==> src/rtl/sopt_pkg.sv <==
package sopt_pkg;
    localparam int REG_W   = 8;
    localparam int BIT_WDE = 7;
    localparam int BIT_WDL = 6;
    localparam int BIT_STE = 5;
    localparam int BIT_DBG = 1;
    localparam int BIT_RPE = 0;

    typedef struct packed {
        logic wd_en;
        logic wd_long;
        logic stop_en;
        logic dbg_en;
        logic rpin_en;
    } sopt_fields_t;

    typedef struct packed {
        logic req_prev;
        logic illegal;
        logic ok;
    } sopt_stop_t;
endpackage

==> src/rtl/sopt_lock.sv <==
module sopt_lock (
    input  logic clk,
    input  logic por_i,
    input  logic rst_i,
    input  logic wr_en_i,
    output logic lock_o
);
    logic lock_d, lock_q;

    always_comb begin
        lock_d = lock_q;
        if (wr_en_i) lock_d = 1'b1;
        if (por_i || rst_i) lock_d = 1'b0;
    end

    always_ff @(posedge clk) begin
        lock_q <= lock_d;
    end

    assign lock_o = lock_q;
endmodule

==> src/rtl/sopt_fields.sv <==
module sopt_fields
    import sopt_pkg::*;
#(
    parameter logic WDE_RST = 1'b1,
    parameter logic WDL_RST = 1'b1,
    parameter logic STE_RST = 1'b0
) (
    input  logic             clk,
    input  logic             por_i,
    input  logic             rst_i,
    input  logic             mode_sel_i,
    input  logic             sec_open_i,
    input  logic             wr_en_i,
    input  logic [REG_W-1:0] wr_data_i,
    input  logic             lock_i,
    output sopt_fields_t     fld_o
);
    sopt_fields_t fld_d, fld_q;
    logic unused_bits;

    assign unused_bits = ^wr_data_i;

    always_comb begin
        fld_d = fld_q;
        if (wr_en_i) begin
            if (!lock_i) begin
                fld_d.wd_en   = wr_data_i[BIT_WDE];
                fld_d.wd_long = wr_data_i[BIT_WDL];
                fld_d.stop_en = wr_data_i[BIT_STE];
                fld_d.rpin_en = wr_data_i[BIT_RPE];
            end
            // one-way clear, not blocked by the lock
            fld_d.dbg_en = fld_q.dbg_en & wr_data_i[BIT_DBG];
        end
        if (por_i || rst_i) begin
            fld_d.wd_en   = WDE_RST;
            fld_d.wd_long = WDL_RST;
            fld_d.stop_en = STE_RST;
            fld_d.dbg_en  = !mode_sel_i || sec_open_i;
            fld_d.rpin_en = por_i ? 1'b0 : fld_q.rpin_en;
        end
    end

    always_ff @(posedge clk) begin
        fld_q <= fld_d;
    end

    assign fld_o = fld_q;
endmodule

==> src/rtl/sopt_stop.sv <==
module sopt_stop
    import sopt_pkg::*;
(
    input  logic clk,
    input  logic por_i,
    input  logic rst_i,
    input  logic stop_req_i,
    input  logic stop_en_i,
    output logic illegal_o,
    output logic ok_o
);
    sopt_stop_t st_d, st_q;
    logic       req_rise;

    assign req_rise = stop_req_i && !st_q.req_prev;

    always_comb begin
        st_d.req_prev = stop_req_i;
        st_d.illegal  = req_rise && !stop_en_i;
        st_d.ok       = req_rise && stop_en_i;
        if (por_i || rst_i) st_d = '0;
    end

    always_ff @(posedge clk) begin
        st_q <= st_d;
    end

    assign illegal_o = st_q.illegal;
    assign ok_o      = st_q.ok;
endmodule

==> src/rtl/sys_opt_reg.sv <==
module sys_opt_reg
    import sopt_pkg::*;
#(
    parameter logic WDE_RST = 1'b1,
    parameter logic WDL_RST = 1'b1,
    parameter logic STE_RST = 1'b0
) (
    input  logic             clk,
    input  logic             por_i,
    input  logic             rst_i,
    input  logic             mode_sel_i,
    input  logic             sec_open_i,
    input  logic             wr_en_i,
    input  logic [REG_W-1:0] wr_data_i,
    input  logic             stop_req_i,
    output logic [REG_W-1:0] rd_data_o,
    output logic             wdog_en_o,
    output logic             wdog_long_o,
    output logic             stop_en_o,
    output logic             dbg_pin_en_o,
    output logic             rst_pin_en_o,
    output logic             rst_pullup_o,
    output logic             illegal_rst_o,
    output logic             stop_ok_o
);
    logic         lock_w;
    sopt_fields_t fld_w;

    sopt_lock u_lock (
        .clk     (clk),
        .por_i   (por_i),
        .rst_i   (rst_i),
        .wr_en_i (wr_en_i),
        .lock_o  (lock_w)
    );

    sopt_fields #(
        .WDE_RST (WDE_RST),
        .WDL_RST (WDL_RST),
        .STE_RST (STE_RST)
    ) u_fields (
        .clk        (clk),
        .por_i      (por_i),
        .rst_i      (rst_i),
        .mode_sel_i (mode_sel_i),
        .sec_open_i (sec_open_i),
        .wr_en_i    (wr_en_i),
        .wr_data_i  (wr_data_i),
        .lock_i     (lock_w),
        .fld_o      (fld_w)
    );

    sopt_stop u_stop (
        .clk        (clk),
        .por_i      (por_i),
        .rst_i      (rst_i),
        .stop_req_i (stop_req_i),
        .stop_en_i  (fld_w.stop_en),
        .illegal_o  (illegal_rst_o),
        .ok_o       (stop_ok_o)
    );

    always_comb begin
        rd_data_o          = '0;
        rd_data_o[BIT_WDE] = fld_w.wd_en;
        rd_data_o[BIT_WDL] = fld_w.wd_long;
        rd_data_o[BIT_STE] = fld_w.stop_en;
        rd_data_o[BIT_DBG] = fld_w.dbg_en;
        rd_data_o[BIT_RPE] = fld_w.rpin_en;
    end

    assign wdog_en_o    = fld_w.wd_en;
    assign wdog_long_o  = fld_w.wd_long;
    assign stop_en_o    = fld_w.stop_en;
    assign dbg_pin_en_o = fld_w.dbg_en;
    assign rst_pin_en_o = fld_w.rpin_en;
    assign rst_pullup_o = fld_w.rpin_en;
endmodule

==> config.mk <==
export PLATFORM = sky130hd
export DESIGN_NAME = sys_opt_reg
export DESIGN_NICKNAME = d
export VERILOG_FILES = /design/src/rtl/sopt_pkg.sv /design/src/rtl/sopt_lock.sv /design/src/rtl/sopt_fields.sv /design/src/rtl/sopt_stop.sv /design/src/rtl/sys_opt_reg.sv
export SDC_FILE = /design/constraint.sdc
export NUM_CORES = 1
export LEC_CHECK = 0
export ABC_AREA = 1
export CORE_MARGIN = 10
export CORE_UTILIZATION = 32
export DETAILED_ROUTE_END_ITERATION = 16
export DONT_BUFFER_PORTS = 1
export SYNTH_ARGS = -nofsm -noshare
export SYNTH_HDL_FRONTEND = slang
export SYNTH_HIERARCHICAL = 1
export SYNTH_SLANG_ARGS = --single-unit
==> constraint.sdc <==
create_clock -name clk -period 1.2 [get_ports clk]
set_clock_uncertainty 0.1 [all_clocks]
set_input_delay 0.3 -clock clk [delete_from_list [all_inputs] [get_ports clk]]
set_output_delay 0.3 -clock clk [all_outputs]
set_load 0.1 [all_outputs]
## Word-level counts from Yosys, hierarchy flattened

Index checks and enable logic that the tools add are counted.

| storage, ports and cells | value |
|---|---|
| bits of input ports | 15 |
| bits in registers | 9 |
| logic and storage cells | 28 |
| output and inout port bits | 16 |

| cells by class | value |
|---|---|
| reduce and logical (&&, ||, !) cells | 11 |
| muxes and demuxes | 4 |
| bitwise gates (word level) | 2 |
| equal/unequal tests | 2 |

Operators by type and width:

| operator | number |
|---|---|
| 2-to-1 mux 2 bit | 2 |
| logical AND 1 bit | 3 |
| logical NOT 1 bit | 3 |
| AND reduction 3 bit | 1 |
| logical OR 1 bit | 2 |
| 2-to-1 mux 1 bit | 2 |
| inequality test 2 x 1 -> 1 bit (second input constant) | 1 |
| inequality test 2 bit (second input constant) | 1 |
| AND reduction 2 bit | 1 |
| nonzero test 2 bit | 1 |
| bitwise AND 1 bit | 1 |
| inverter 1 bit | 1 |

## Depth between registers and ports, before layout

| logic depth | value |
|---|---|
| depth after elaboration | 3 |
| depth in mapped cells | 4 |
| mapped depth without buffers | 4 |

## Cells and area by module

The synthesis kept the hierarchy.

By module, submodules not included:

| module | times used | cells each | area an instance (um2) | sequential area each (um2) |
|---|---|---|---|---|
| sopt_fields | 1 | 27 | 230.2 | 120.1 |
| sopt_stop | 1 | 12 | 98.8 | 60.1 |
| sys_opt_reg | 1 | 10 | 71.3 | 0.0 |
| sopt_lock | 1 | 6 | 38.8 | 20.0 |

## Worst setup path after synthesis

No wires, ideal clock.

| path | value |
|---|---|
| kind | register -> output |
| from | reg u_fields.fld_q, in the netlist u_fields/fld_o[2] |
| to | out stop_en_o |
| arrival time | 1408 ps |
| setup slack | -608 ps |
| buffers on the path | 1 |
| stages on the path, launching flop included | 2 |
| data required time | 800 ps |
| cell sequence | dfxtp_1 buf_4 |

RTL lines:

| item | line | text |
|---|---|---|
| from (decl) | sopt_fields.sv:18 | `sopt_fields_t fld_d, fld_q;` |
| from (signal assigned) | sopt_fields.sv:45 | `fld_q <= fld_d;` |
| to (decl) | sys_opt_reg.sv:19 | `output logic stop_en_o,` |

No word-level cell between the ends.

## Worst setup path in the final report

| path | value |
|---|---|
| from | reg u_fields.fld_q, in the netlist u_fields/fld_o[1] |
| to | out dbg_pin_en_o |

RTL lines:

| item | line | text |
|---|---|---|
| to (decl) | sys_opt_reg.sv:20 | `output logic dbg_pin_en_o,` |

No word-level cell between the ends.

==> run metrics <==
Int Pwr 548.0 uW; setup slack of the critical path after layout -0.1805 ns; Worst setup SP type register; Fin. Hold Viols 0; fraction of power consumed by the clock network 0.259; initial core utilization 0.3375; Worst path slowest cell sky130_fd_sc_hd__edfxtp_1; average via count per standard cell 4.405; #FFs+latches synth 9; maximum single-stage delay on the critical path 0.47 ns; PortBufs 0; Root Buffer Master sky130_fd_sc_hd__clkbuf_4; post-layout net count 80; die area 3254 um2; Hold WC Path Type in2reg; final setup fails 11; fin crit share 1.150; library cell with the largest summed area after synthesis sky130_fd_sc_hd__dfxtp_1; run status complete, but fails checks; sequential share of the synthesized area 0.4558; number of global-route vias before repair 359; top-level port count 31; overall track demand over capacity in global routing 0.06110; total non-filler cell area in the finished layout 683.2 um2; power after layout 914.2 uW; layout cell share with drive strength beyond 1 0.3594; Final Slew Violations 0; gate family responsible for the most delay along the worst path flip-flops; row cnt 13; die boundary height 57.05 um; top cells by area, synth sky130_fd_sc_hd__dfxtp_1, sky130_fd_sc_hd__buf_4, sky130_fd_sc_hd__edfxtp_1; total power divided by cell area 1338 nW/um2; area fraction of the dominant cell type after synthesis 0.3191; count of unresolved DRC violations after routing 0; clock period minus final worst setup slack 1.381 ns; largest net degree at the start of global routing 8; maximum achievable frequency 724.4 MHz; CP endpoint kind output pin; layout overhead on the synthesized area 55.56%; antenna diode count 0; TritonCTS clock tree built; arrival time of data at the critical path endpoint 0.98 ns; number of antenna violations at the first check in global routing 0; Leak Pwr 0.3100 nW; iteration-0 DRC count of the detailed router 11; routability congestion estimate from global placement 0.6269; number of H-tree levels 1; switching share of power 0.4005; number of distinct standard cells referenced by the synthesized netlist 16; critical path class reg2out; unrepaired setup endpoints after global routing true; total placed instance area 644.4 um2; Routed Wire Length 953 um; final antenna-violating net count 0; # Max-Cap Violations 0; logic gate share of total power 0.369; failing checks negative setup slack; buffer and inverter count on the worst path 1; Ys Warns 6; residual overflow from global routing 0; per-cell routed wire length 12.06 um; DRT Pass-1 Iters 4; number of buffers added by the clock tree synthesis step 3; Syn Std Cell Area 439.2 um2; Crit Path Max Fanout 3; filler instances 118; Clock Latency Late Sink 0.26 ns; detailed-placement wirelength estimate 786.2 um; DR vias 348; first-pass GRT wire length 1.600 mm; core area 1301 um2; Sum Neg Setup Slack -1.029 ns; die boundary width 57.05 um; mean instance size in the synthesized netlist 7.985 um2; sequential fraction of design power 0.372; Num Clock Sinks 9; Net Sw Power 366.1 uW; clk slew on worst S/H paths 0.06 ns; worst vdd ir 484.2 uV; Max clock buf depth 2; required time reported for the critical path endpoint 0.80 ns; synthesized instance count 55; Critical Path, Cell by Cell clkbuf_16
-- registers in the layout (all words and copies together) (netlist names) --
signal            flops
u_lock/lock_o         1
u_stop/ok_o           1
u_stop/st_q           1
u_stop/illegal_o      1
u_fields/fld_o        5
-- worst register-to-register path, cell delays in order (launching register included) --
cell and delay (ns):
sky130_fd_sc_hd__dfxtp_1 0.31, sky130_fd_sc_hd__inv_1 0.13, sky130_fd_sc_hd__nand2_2 0.08, sky130_fd_sc_hd__o21bai_1 0.14
-- cells in the final DEF (no fill, tap or decap), drive strengths merged --
cell type and count:
or2 1, buf 10, edfxtp 2, inv 9
a21oi 1, nand2 6, conb 3, o21bai 1
o21ai 1, nor2 8, clkbuf 6, nor3b 1
dfxtp 7, nand3 8
-- per-layer routing --
metal	vias up	track usage	wire length [um]
li1	176	-	-
met1	155	0.05386	359
met2	15	0.1085	520
met3	2	0.01549	62
met4	0	0.06040	10
met5	-	0	0
-- cell usage after synthesis --
cell type / n
sky130_fd_sc_hd__o21ai_1: 1
sky130_fd_sc_hd__a21oi_1: 1
sky130_fd_sc_hd__nor2_1: 7
sky130_fd_sc_hd__dfxtp_1: 7
sky130_fd_sc_hd__nand2_2: 1
sky130_fd_sc_hd__conb_1: 1
sky130_fd_sc_hd__inv_2: 1
sky130_fd_sc_hd__nand3_1: 8
sky130_fd_sc_hd__inv_1: 8
sky130_fd_sc_hd__o21bai_1: 1
sky130_fd_sc_hd__nand2_1: 5
sky130_fd_sc_hd__nor3b_1: 1
sky130_fd_sc_hd__nor2_4: 1
sky130_fd_sc_hd__or2_1: 1
sky130_fd_sc_hd__buf_4: 9
sky130_fd_sc_hd__edfxtp_1: 2
-- kinds of logic (layout without fill, tap and decap cells) --
| group | after synthesis | count (layout) | share of synthesized area |
|---|---|---|---|
| AOI/OAI and AO/OA | 3 | 3 | 0.03987 |
| and+or+nand+nor | 24 | 24 | 0.2650 |
| buffers and inverters | 18 | 25 | 0.2308 |
| DFF | 9 | 9 | 0.4558 |
| other | 1 | 3 | 0.008539 |
-- cell type report --
| type | count | area (um2) | share of cell area |
|---|---|---|---|
| sequential | 9 | 214.0 | 0.3132 |
| multi-input combinational | 30 | 145.1 | 0.2125 |
| tap | 15 | 18.77 | 0.02747 |
| timing repair buffer | 12 | 245.2 | 0.3590 |
| clock buffer | 4 | 26.28 | 0.03846 |
| inverter | 9 | 33.78 | 0.04945 |
-- path summary, 6_finish.rpt --
kind / startpoint / end / slack (ns) / cells after the start
setup reg to reg: u_lock/lock_o$_SDFFE_PP0P_ / u_fields/fld_o[0]$_SDFFCE_PP0P_ / 0.14 / 3
hold / removal: por_i / u_fields/fld_o[3]$_SDFFE_PP1P_ / 0.05 / 2
setup / recovery: u_fields/fld_o[1]$_DFFE_PP_ / dbg_pin_en_o / -0.18 / 1
hold reg to reg: u_stop/st_q[2]$_SDFF_PP0_ / u_stop/illegal_o$_SDFF_PP0_ / 0.39 / 3
-- stage by stage --
step | hold WS (ns) | instances | setup slack (ns) | util
2_1_floorplan | 0.3122 | 57 | -0.4835 | -
3_3_place_gp | 0.3158 | 74 | 0.06327 | 0.4952
3_5_place_dp | 0.3243 | 74 | 0.05726 | 0.4952
4_1_cts | 0.04978 | 79 | -0.2246 | 0.5288
5_1_grt | 0.06277 | 79 | -0.2164 | 0.5250
6_report | 0.05312 | 79 | -0.1805 | 0.5250
-- power by group through the flow --
stage	logic (mW)	clock network, mW	registers, mW
floorplan	0.200	0	0.425
global placement	0.336	0	0.351
detailed placement	0.337	0	0.352
CTS	0.343	0.237	0.343
global route	0.348	0.252	0.342
finish	0.337	0.237	0.340
-- timing repair --
| action | in CTS | in global routing |
|---|---|---|
| endpoints found under the setup margin | 11 | 11 |
| hold buffers | 0 | 0 |
| resized for setup | 2 | 2 |
| buffers inserted | 1 | 0 |
| pin swaps | 0 | 0 |
(Power assumes the default switching activity.)
